<file path="src/rtl/spc_pkg.sv">
package spc_pkg;
  typedef enum logic [2:0] {
    CMD_ACT = 3'd0, CMD_RD = 3'd1, CMD_WR = 3'd2, CMD_RDA = 3'd3,
    CMD_WRA = 3'd4, CMD_PREPB = 3'd5, CMD_PREAB = 3'd6, CMD_REFAB = 3'd7
  } spc_cmd_e;

  localparam int NUM_SRC   = 14;
  localparam int NUM_RULES = 18;
  localparam int CODE_W    = 5;

  // selected history sources
  localparam int S_BUS    = 0;
  localparam int S_BK_ACT = 1;
  localparam int S_BK_PRE = 2;
  localparam int S_BK_RDA = 3;
  localparam int S_BK_RD  = 4;
  localparam int S_BK_WR  = 5;
  localparam int S_BG_ACT = 6;
  localparam int S_BG_RD  = 7;
  localparam int S_BG_WR  = 8;
  localparam int S_LR_ACT = 9;
  localparam int S_LR_RD  = 10;
  localparam int S_LR_WR  = 11;
  localparam int S_LR_REF = 12;
  localparam int S_PR_PRE = 13;

  localparam logic [7:0] M_ALL = 8'hFF;
  localparam logic [7:0] M_ACT = 8'b0000_0001;
  localparam logic [7:0] M_RDS = 8'b0000_1010;
  localparam logic [7:0] M_WRS = 8'b0001_0100;
  localparam logic [7:0] M_CAS = 8'b0001_1110;
  localparam logic [7:0] M_PPB = 8'b0010_0000;
  localparam logic [7:0] M_PRE = 8'b0110_0000;

  function automatic int rule_src(int code);
    case (code)
      1: return S_BUS;
      2: return S_BK_ACT;
      3: return S_BG_ACT;
      4: return S_LR_ACT;
      5: return S_BK_PRE;
      6: return S_BK_RDA;
      7: return S_LR_REF;
      8: return S_BK_ACT;
      9: return S_BG_WR;
      10: return S_LR_WR;
      11: return S_BG_RD;
      12: return S_LR_RD;
      13: return S_BG_WR;
      14: return S_LR_WR;
      15: return S_BK_ACT;
      16: return S_BK_RD;
      17: return S_BK_WR;
      default: return S_PR_PRE;
    endcase
  endfunction

  function automatic logic [7:0] rule_cmds(int code);
    case (code)
      1: return M_ALL;
      2, 3, 4, 5, 6, 7: return M_ACT;
      8: return M_CAS;
      9, 10, 11, 12: return M_RDS;
      13, 14: return M_WRS;
      15, 16, 17: return M_PPB;
      default: return M_PRE;
    endcase
  endfunction
endpackage

</file>
<file path="src/rtl/spc_limits.sv">
module spc_limits
  import spc_pkg::*;
#(
  parameter int CW        = 8,
  parameter int LW        = 10,
  parameter int DATA_RATE = 2
) (
  input  logic [CW-1:0] t_rcd_i, t_rp_i, t_ras_i, t_rrd_l_i, t_rrd_s_i, t_rtp_i,
  input  logic [CW-1:0] t_wl_i, bl_i, t_wr_i, t_wtr_l_i, t_wtr_s_i,
  input  logic [CW-1:0] t_ccd_l_i, t_ccd_s_i, t_ccd_l_wr_i, t_ccd_s_wr_i,
  input  logic [CW-1:0] t_rfc_i, t_ppd_i,
  output logic [NUM_RULES-1:0][LW-1:0] lim_o
);
  localparam int SH = $clog2(DATA_RATE);

  function automatic logic [LW-1:0] ext(logic [CW-1:0] v);
    return LW'(v);
  endfunction
  function automatic logic [LW-1:0] dec(logic [CW-1:0] v);
    return (v == '0) ? '0 : LW'(v) - LW'(1);
  endfunction

  logic [LW-1:0] burst, wr_head;
  assign burst   = LW'(bl_i >> SH);
  assign wr_head = ext(t_wl_i) + burst;

  always_comb begin
    lim_o[0]  = LW'(2);
    lim_o[1]  = ext(t_ras_i) + ext(t_rp_i);
    lim_o[2]  = ext(t_rrd_l_i);
    lim_o[3]  = ext(t_rrd_s_i);
    lim_o[4]  = dec(t_rp_i);
    lim_o[5]  = ext(t_rtp_i) + ext(t_rp_i);
    lim_o[6]  = dec(t_rfc_i);
    lim_o[7]  = ext(t_rcd_i);
    lim_o[8]  = wr_head + ext(t_wtr_l_i);
    lim_o[9]  = wr_head + ext(t_wtr_s_i);
    lim_o[10] = ext(t_ccd_l_i);
    lim_o[11] = ext(t_ccd_s_i);
    lim_o[12] = ext(t_ccd_l_wr_i);
    lim_o[13] = ext(t_ccd_s_wr_i);
    lim_o[14] = ext(t_ras_i) + LW'(1);
    lim_o[15] = ext(t_rtp_i) + LW'(1);
    lim_o[16] = wr_head + ext(t_wr_i) + LW'(1);
    lim_o[17] = ext(t_ppd_i);
  end
endmodule

</file>
<file path="config.mk">
export PLATFORM = sky130hd
export DESIGN_NAME = spc_limits
export DESIGN_NICKNAME = d
export VERILOG_FILES = /design/src/rtl/spc_pkg.sv /design/src/rtl/spc_limits.sv
export SDC_FILE = /design/constraint.sdc
export NUM_CORES = 1
export LEC_CHECK = 0
export BUFFER_PORTS_ARGS = -buffer_cell sky130_fd_sc_hd__buf_2
export CORE_AREA = 2 2 123 125
export DETAILED_ROUTE_END_ITERATION = 16
export DIE_AREA = 0 0 125 127
export SLEW_MARGIN = 0
export SYNTH_ARGS = -nofsm -noshare
export SYNTH_HDL_FRONTEND = slang
export SYNTH_SLANG_ARGS = --single-unit
</file>
<file path="constraint.sdc">
create_clock -name vclk -period 3.15
set_clock_uncertainty 0.05 [all_clocks]
set_input_delay 0.315 -clock vclk [all_inputs]
set_output_delay 0.315 -clock vclk [all_outputs]
set_load 0.005 [all_outputs]
</file>
## After elaboration in Yosys (flattened, before gate mapping)

Cells that the tools add are included.

- Bits in registers: 0
- Output and inout bits: 180

- $add $sub $neg: 11
- Muxes and demuxes: 2
- Reductions and logical operators: 2

Operators by type and width:

| kind | number |
|---|---|
| $add A9 B8 Y10 | 3 |
| $mux W10 | 2 |
| $add A8 B1 Y9 const B | 2 |
| $add A8 B8 Y9 | 2 |
| $sub A8 B1 Y9 const B | 2 |
| $logic_not A8 Y1 | 2 |
| $add A10 B1 Y10 const B | 1 |
| $add A8 B7 Y9 | 1 |

## Depth between registers and ports, before layout

Gate-level depths: netlist of the first run.

- Depth after elaboration: 3
- Depth in mapped cells: 13
- Depth with buffers taken out: 13

## Worst setup path before layout of the first run

Ideal clock, no wire load.

- Path kind: input -> output
- Start point: in t_wl_i[0]
- End point: out lim_o[98] (netlist bit)
- Arrival: 2497 ps
- Data required time: 2785 ps
- Setup slack: 288 ps
- Stages on the path: 12
- Path buffers: 0
- Path through: ha_1 > inv_1 > fa_1 > nand2b_1 > a21oi_1 > o21a_1 > nor2_1 > ha_1 > or3_1 > o21bai_1 > a31oi_1 > xor2_1

RTL lines:

| item | RTL line | RTL |
|---|---|---|
| from (decl) | spc_limits.sv:9 | `input logic [CW-1:0] t_wl_i, bl_i, t_wr_i, t_wtr_l_i, t_wtr_s_i,` |
| to (decl) | spc_limits.sv:12 | `output logic [NUM_RULES-1:0][LW-1:0] lim_o` |

==> summary.md, run 1 <==
| Metric | Value |
|---|---|
| Status | `finished clean` |
| Synth top area share | `around a quarter` |
| IO Pins | `between 300 and 400` |
| Post-Synthesis Cell Area | `0.00316 mm^2` |
| Synth Area in XOR/XNOR | `approximately 15%` |
| First-pass iteration count of the detailed router | `4` |
| Gr ovfl total | `0` |
| Post-Place Worst Slack | `-204 ps` |
| Die area | `0.0159 mm^2` |
| Initial Utilization | `about 22%` |
| Routed vias | `~3,200` |
| Final-layout clock buffer total | `0` |
| Largest net degree at the start of global routing | `9` |
| GR Util All Layers | `slightly above 10%` |
| HPWL after DPL | `8.25 mm` |
| CP arrival | `approximately 2700 ps` |
| FMAX | `around 320 MHz` |
| Worst-path maximum fanout | `3` |
| Switch Pwr | `0.599 mW` |
| Final worst path period share | `slightly below 100%` |
| Final setup violation count | `0` |
| Hold Crit Class | `in2out` |
| Internal power | `0.650 mW` |
| Worst VDD drop | `0.000107 V` |
| Hold Vio Cnt, Final | `0` |
| Critical-path top delay cell | `fa_2` |
| Via-to-Cell Ratio | `between 4 and 5` |
| Critical path class | `in2out` |
| Combinational share of power | `100.0%` |
| Antenna cells | `0` |
| Layout cell share with drive strength beyond 1 | `42.9%` |
| Register area share after synthesis | `0%` |
| Final #Nets | `751` |
| Yosys top cell by area | `buf_4` |
| Number of max-cap violations | `0` |
| Seq. cell area | `0 um^2` |
| Minimum clock period | `a little over 3000 ps` |
| Commonest non-fill, non-tap cell in the layout | `buf_2` |
| Most frequent cells in the layout | `151 x buf_2, 44 x ha_1, 38 x buf_4` |
| Port buffer count | `~150` |
| Synth Area in Simple Gates | `15.8%` |
| Drt wl/cell | `~13 um` |
| Mux cell area share after synthesis | `less than 1%` |
| Pleak | `about 2.1 nW` |
| Pins Over Slew Limit | `0` |
| Synth Warn # | `0` |
| Synthesized area per cell | `about 7.4 um^2` |
| Layout sequential cell count | `0` |
| Max incr delay on CP | `approximately 370 ps` |
| Post-synthesis adder-cell area fraction | `between 20% and 30%` |
| GP Congestion | `0.858` |
| Synth Area in Compound Gates | `between 10% and 20%` |
| CP top delay family | `adder cells` |
| Row count | `between 40 and 50` |
| Total negative setup slack | `0 ps` |
| Largest family of logic cells by synthesized area | `buffers and inverters` |
| Launching element type of the critical path | `input port` |
| Power per cell area | `between 300 and 400 mW/mm^2` |
| Post-synthesis cell type count | `just over 40` |
| Worst EP required | `about 2800 ps` |
| Worst Slack Setup Final | `~40 ps` |
| Final wirelength | `between 9 and 10 mm` |
| First-pass GRT wire length | `13.8 mm` |
| Worst setup EP type | `output pin` |
| Vias in the first global route | `between 2,000 and 3,000` |
| Clk pwr share | `0%` |
| WP buf/inv | `4` |
| Post-layout util | `28.7%` |
| Fillers | `about 1,600` |
| DRC | `0` |
| CORE AREA | `~0.014 mm^2` |
| Starting DRT DRC Count | `a little over 70` |
| Cell Chain, Critical Path | `buf_6 > ha_4 > inv_2 > fa_2 > nand2b_4 > nand2b_4 > a21oi_4 > xnor2_2 > buf_4 > ha_4 > or3_4 > o21bai_1 > a31oi_1 > xor2_1 > buf_2` |
| Initial antenna violation count | `0` |
| Cell count after synthesis | `427` |
| Layout area overhead | `30.7%` |
| Setup repair after global routing missed its margin | `yes` |
| Power share of the sequential group | `0%` |
| Die extent in x | `~130 um` |
| Top post-synthesis cells by area | `buf_4 23%, ha_1 21%, xnor2_1 9.1%, xor2_1 5.8%, a21oi_1 4.6%` |
| Die height | `about 130 um` |
| Area of the multi-input gates | `about 0.0027 mm^2` |
| Antenna Violating Nets Remaining | `0` |
| Switching Fraction | `a little under half` |
==> repair_timing <==
item                       4_1_cts  5_1_grt
setup buffers                    0        5
pin swaps                        5       27
setup endpoints to repair       11       13
hold buffers                     0        0
gates resized for setup         12       39
gates cloned                     0        0
hold endpoints to repair         0        0
==> cell families after synthesis <==
| kind of cell | after synthesis |
|---|---|
| mux | 2 |
| other cells | 2 |
| buf+inv | 127 |
| xor+xnor | 54 |
| compound gates | 82 |
| simple gates | 100 |
| fa+ha+maj | 60 |
==> final timing paths <==
check                           start    endpoint  slack, ps  cells past startpoint
worst max-delay path        t_wl_i[0]   lim_o[98]         40                     15
worst min-delay path  t_ccd_l_wr_i[1]  lim_o[121]        580                      0
==> cells in the mapped netlist (2+ instances only) <==
library cell,instances
buf_4,98
nand4_1,4
fa_1,6
or3_1,8
a31oi_1,4
nor2_1,27
o21bai_1,4
ha_1,54
o21ai_0,12
or2_2,3
conb_1,2
or4_1,2
a21boi_0,2
o2111ai_1,2
a21o_1,9
nand2_1,16
xor2_1,21
o211ai_1,3
nor2b_1,3
nand2b_1,5
a211oi_1,6
nand3_1,12
xnor2_1,33
o21a_1,4
and3_1,4
nor3_1,12
a21oi_1,29
inv_1,29
==> layout make-up <==
cell class                 instances  share of cell area, %
timing repair buffer             192                   26.0
inverter                          29                   2.72
multi-input combinational        332                   65.7
tap                              184                   5.57
==> power groups by stage <==
stage / clock network (mW) / registers (mW) / logic [mW]
2_1_floorplan: 0 / 0 / 0.700
3_3_place_gp: 0 / 0 / 1.11
3_5_place_dp: 0 / 0 / 1.11
4_1_cts: 0 / 0 / 1.14
5_1_grt: 0 / 0 / 1.38
6_report: 0 / 0 / 1.25
==> metrics by stage <==
step                      hold slack [ps]  area, um^2  power, mW  std cells
after global routing                  580        4130       1.38        737
after detailed placement              580        3800       1.11        732
final                                 580        4130       1.25        737
after CTS                             580        3860       1.14        732
after global placement                580        3800       1.11        732
after floorplan                       611        3280      0.700        459
==> layer usage <==
metal,GRT usage (%),vias up,wire (um)
li1,-,1609,-
met1,11.4,1380,3590
met2,19.3,172,4700
met3,2.93,36,992
met4,2.35,0,243
met5,0,-,0
No activity file was read; power rests on OpenSTA's default activity.
==> run 2, diff against run 1 <==
- CELL_PAD_IN_SITES_DETAIL_PLACEMENT: default -> 0
- CELL_PAD_IN_SITES_GLOBAL_PLACEMENT: default -> 1
- CORE_AREA: 2 2 123 125 -> 2 2 122 124
- DIE_AREA: 0 0 125 127 -> 0 0 124 126
- PLACE_DENSITY_LB_ADDON: default -> 0.1
==> run 2 against run 1 <==
The flow now finishes with violations (setup timing). Combinational power about the same. Sequential share of layout area did not move. Non-clock buffer count stayed put. Die area shrank 1.6%. Global-route usage is 1.3 points higher. First-iteration DRC count shrank 11%. Maximum frequency down 1.5%. Final cell count is the same. Utilization rose by 0.34 points. Total power grew 1.3%. Via count shrank 0.63%. Hold slack did not move. Largest cell class unchanged. Largest power group unchanged.
==> summary.md, run 2 (same netlist as run 1, synthesis figures left out) <==
| Metric | Value |
|---|---|
| Layout cell share with drive strength beyond 1 | `43.8%` |
| Minimum clock period | `approximately 3200 ps` |
| Launching element type of the critical path | `input port` |
| Port buffer count | `between 150 and 200` |
| Pwr Total | `1.27 mW` |
| Final worst path period share | `100%` |
| Final setup violation count | `1` |
| HPWL after DPL | `8.69 mm` |
| Gr ovfl total | `0` |
| Antenna cells | `0` |
| Worst-path maximum fanout | `3` |
| CP arrival | `~2800 ps` |
| CORE AREA | `approximately 0.014 mm^2` |
| Minimum hold slack | `580 ps` |
| Post-route insts no fill | `737` |
| Row count | `44` |
| Antenna Violating Nets Remaining | `0` |
| Final #Nets | `751` |
| Initial antenna violation count | `0` |
| Hold Crit Class | `in2out` |
| Worst EP required | `approximately 2800 ps` |
| Routed vias | `3,177` |
| Most frequent cells in the layout | `151 x buf_2, 44 x ha_1, 36 x buf_4` |
| FMAX | `approximately 320 MHz` |
| Worst Hold Path Cells | `0` |
| Worst VDD drop | `between 0.00006 and 0.00007 V` |
| Die extent in x | `~120 um` |
| Layout sequential cell count | `0` |
| Via-to-Cell Ratio | `approximately 4.3` |
| First-pass iteration count of the detailed router | `4` |
| Drt wl/cell | `roughly 13 um` |
| Number of max-cap violations | `0` |
| IO Pins | `approximately 320` |
| Final-layout clock buffer total | `0` |
| Hold Vio Cnt, Final | `0` |
| Pleak | `roughly 2.1 nW` |
| Power per cell area | `just over 300 mW/mm^2` |
| First-pass GRT wire length | `about 15 mm` |
| Status | `complete, but fails checks` |
| Post-layout util | `between 20% and 30%` |
| Starting DRT DRC Count | `63` |
| Worst Slack Setup Final | `-5.71 ps` |
| Die height | `about 130 um` |
| Vias in the first global route | `just over 3,000` |
| DRC | `0` |
| Setup repair after global routing missed its margin | `yes` |
| Pins Over Slew Limit | `0` |
| Initial Utilization | `roughly 22%` |
| Final wirelength | `between 9 and 10 mm` |
| Commonest non-fill, non-tap cell in the layout | `buf_2` |
| Hold buffer count at CTS | `0` |
| Seq. cell area | `0 um^2` |
| Critical path class | `in2out` |
| Placed Instances | `roughly 730` |
| Largest net degree at the start of global routing | `9` |
| Worst setup EP type | `output pin` |
| GR Util All Layers | `between 10% and 20%` |
| Layout area overhead | `31.3%` |
| Die area | `approximately 0.016 mm^2` |
| Total negative setup slack | `-5.71 ps` |
| Failing checks | `setup timing` |
| GP Congestion | `0.789` |
-- run 2: changes by cell type in the layout (fill, tap and decap cells not counted), moves of 2 or more --
cell	before	now
nor2_1	23	25
a21boi_1	0	2
buf_4	38	36
ha_2	1	3
nand3_1	12	10
ha_4	9	7
a21boi_0	2	0
nand3_2	0	2
buf_6	3	5
a21oi_4	4	2
o21ai_2	2	5
a21oi_2	4	7
xnor2_1	31	29
o21ai_0	10	8
-- run 2: path summary, 6_finish.rpt --
| path | start | endpoint | slack [ps] |
|---|---|---|---|
| hold / removal | t_ccd_l_wr_i[0] | lim_o[120] | 580 |
| setup / recovery | bl_i[1] | lim_o[98] | -6 |
-- run 2: worst max-delay path, cell delays in order --
cell	delay, ps
buf_4	120
ha_4	150
buf_4	120
buf_4	120
a21o_1	180
nand4_1	130
nand2_1	80
nor2_2	120
xnor2_2	150
ha_1	260
or3_4	390
o21bai_4	180
a31oi_1	190
xor2_1	150
buf_2	120
-- run 2: repair_timing --
action | in CTS | in global routing
resized for setup | 11 | 49
buffers inserted | 0 | 4
hold endpoints to repair | 0 | 0
pin swaps | 5 | 18
endpoints found under the setup margin | 9 | 14
cloned | 0 | 0
-- run 2: where the power goes --
part           leakage (nW)  internal, mW  switching [mW]
Combinational          2.12         0.656           0.610
Clock                     0             0               0
Sequential                0             0               0
Total                  2.12         0.656           0.610
-- run 2: stage by stage --
stage	worst slack [ps]	cell area, um^2
floorplan	288	3280
global placement	-142	3810
detailed placement	-139	3810
CTS	-25.6	3870
global route	-177	4150
finish	-5.71	4150
-- run 2: area by class of cell --
cell class	instances	area (um^2)
repair buffers	192	1080
fillers	1621	10200
well taps	184	230
multi-input cells	332	2730
inverters	29	109
-- run 2: layer usage --
layer / share of wire, % / vias up / track usage [%] / wire length (um)
li1: - / 1597 / - / -
met1: 42 / 1400 / 15.3 / 4140
met2: 46 / 158 / 19.2 / 4540
met3: 10 / 22 / 3.40 / 1010
met4: 1.3 / 0 / 1.45 / 129
met5: 0 / - / 0 / 0
==> run 3, diff against run 2 <==
- PLACE_DENSITY: default -> 0.79
- PLACE_DENSITY_LB_ADDON: 0.1 -> default
==> run 3 against run 2 <==
The run still ends with setup timing left. Largest power group unchanged. Wire length down 0.19%. Non-clock buffer count unchanged. Sequential share of layout area unchanged. Critical endpoint unchanged. First-iteration DRC count up 24%.
==> summary.md, run 3 (same netlist as run 1, synthesis figures left out) <==
| Metric | Value |
|---|---|
| Most frequent CP cell | `ha_4` |
| CP top delay family | `compound AO/OA/AOI/OAI gates` |
| Hold Vio Cnt, Final | `0` |
| Final #Nets | `751` |
| Routed vias | `approximately 3,200` |
| Minimum clock period | `3160 ps` |
| Area of the multi-input gates | `~0.0027 mm^2` |
| Cell Chain, Critical Path | `buf_8 > ha_4 > inv_2 > fa_2 > nand2b_4 > a21oi_4 > o21a_1 > nor2_4 > ha_4 > or3_4 > o21bai_1 > a31oi_1 > xor2_1 > buf_2` |
| HPWL after DPL | `8.46 mm` |
| Die height | `126 um` |
| Pleak | `about 2.1 nW` |
| Setup repair after global routing missed its margin | `yes` |
| Drt wl/cell | `between 10 and 15 um` |
| Seq. cell area | `0 um^2` |
| Power share of the sequential group | `0%` |
| Layout sequential cell count | `0` |
| Power per cell area | `between 300 and 400 mW/mm^2` |
| Worst setup EP type | `output pin` |
| Crit path depth | `14` |
| GR Util All Layers | `between 10% and 20%` |
| Failing checks | `setup timing` |
| Worst Slack Setup Final | `-8.82 ps` |
| Die area | `0.0156 mm^2` |
| Antenna Violating Nets Remaining | `0` |
| Vias in the first global route | `between 2,000 and 3,000` |
| Layout area overhead | `30.4%` |
| FMAX | `roughly 320 MHz` |
| Initial antenna violation count | `1` |
| Launching element type of the critical path | `input port` |
| Internal power | `between 0.6 and 0.7 mW` |
| Number of max-cap violations | `0` |
| Clk pwr share | `0%` |
| Commonest non-fill, non-tap cell in the layout | `buf_2` |
| Fillers | `between 1,500 and 2,000` |
| Starting DRT DRC Count | `between 70 and 80` |
| Worst VDD drop | `~0.000097 V` |
| IO Pins | `316` |
| First-pass GRT wire length | `around 14 mm` |
| Antenna cells | `0` |
| WP buf/inv | `3` |
| Final setup violation count | `1` |
| DRC | `0` |
| Status | `complete, but fails checks` |
| Most frequent cells in the layout | `151 x buf_2, 43 x ha_1, 39 x buf_4` |
| Switching Fraction | `between 40% and 50%` |
| Worst EP required | `2780 ps` |
| Via-to-Cell Ratio | `around 4.3` |
| Pins Over Slew Limit | `0` |
| Pwr Total | `between 1 and 1.5 mW` |
| Switch Pwr | `0.602 mW` |
| Hold Crit Class | `in2out` |
| Final worst path period share | `100%` |
| Row count | `44` |
| Placed Instance Area | `around 0.0038 mm^2` |
| CP arrival | `2790 ps` |
| Initial Utilization | `around 22%` |
| First-pass iteration count of the detailed router | `4` |
| Worst-path maximum fanout | `4` |
| Max incr delay on CP | `between 300 and 400 ps` |
| Largest net degree at the start of global routing | `9` |
| Critical path class | `in2out` |
| Critical-path top delay cell | `or3_4` |
| Gr ovfl total | `0` |
| Worst Hold Path Cells | `0` |
| Design area | `roughly 0.0041 mm^2` |
| Combinational share of power | `100.0%` |
| Hold buffer count at CTS | `0` |
| GP Congestion | `0.842` |
| Port buffer count | `153` |
| Final wirelength | `9.80 mm` |
| CORE AREA | `about 0.014 mm^2` |
| Die extent in x | `between 100 and 150 um` |
| Layout cell share with drive strength beyond 1 | `between 40% and 50%` |
| Final-layout clock buffer total | `0` |
[run 3: cell type report]
class	instances	share of cell area, %
multi-input combinational	332	65.7
tap	184	5.58
inverter	29	2.64
timing repair buffer	192	26.1
[run 3: routing by layer]
metal / wire (um) / up-vias / track usage (%)
li1: - / 1598 / -
met1: 3550 / 1376 / 11.8
met2: 4760 / 169 / 21.0
met3: 987 / 49 / 2.26
met4: 493 / 2 / 4.30
met5: 11 / - / 0
[run 3: final timing paths]
kind,start,endpoint,slack [ps]
setup / recovery,t_wl_i[0],lim_o[98],-9
hold / removal,t_ccd_l_i[4],lim_o[104],580
[run 3: power by group through the flow]
| stage | combinational (mW) | sequential, mW | clock (mW) |
|---|---|---|---|
| 2_1_floorplan | 0.700 | 0 | 0 |
| 3_3_place_gp | 1.13 | 0 | 0 |
| 3_5_place_dp | 1.13 | 0 | 0 |
| 4_1_cts | 1.16 | 0 | 0 |
| 5_1_grt | 1.40 | 0 | 0 |
| 6_report | 1.25 | 0 | 0 |
[run 3: through the flow]
stage	util [%]	TNS, ps	hold slack (ps)	cells	setup slack [ps]
CTS	26.9	-31.9	580	733	-23.5
finish	28.8	-8.82	580	737	-8.82
global route	28.8	-255	580	737	-122
detailed placement	26.6	-1180	580	733	-157
global placement	26.6	-1000	580	733	-152
floorplan	-	0	611	459	288
[run 3: what timing repair did]
item | in CTS | in global routing
endpoints found under the setup margin | 12 | 14
pin swaps | 3 | 19
resized for setup | 10 | 39
setup buffers | 0 | 4
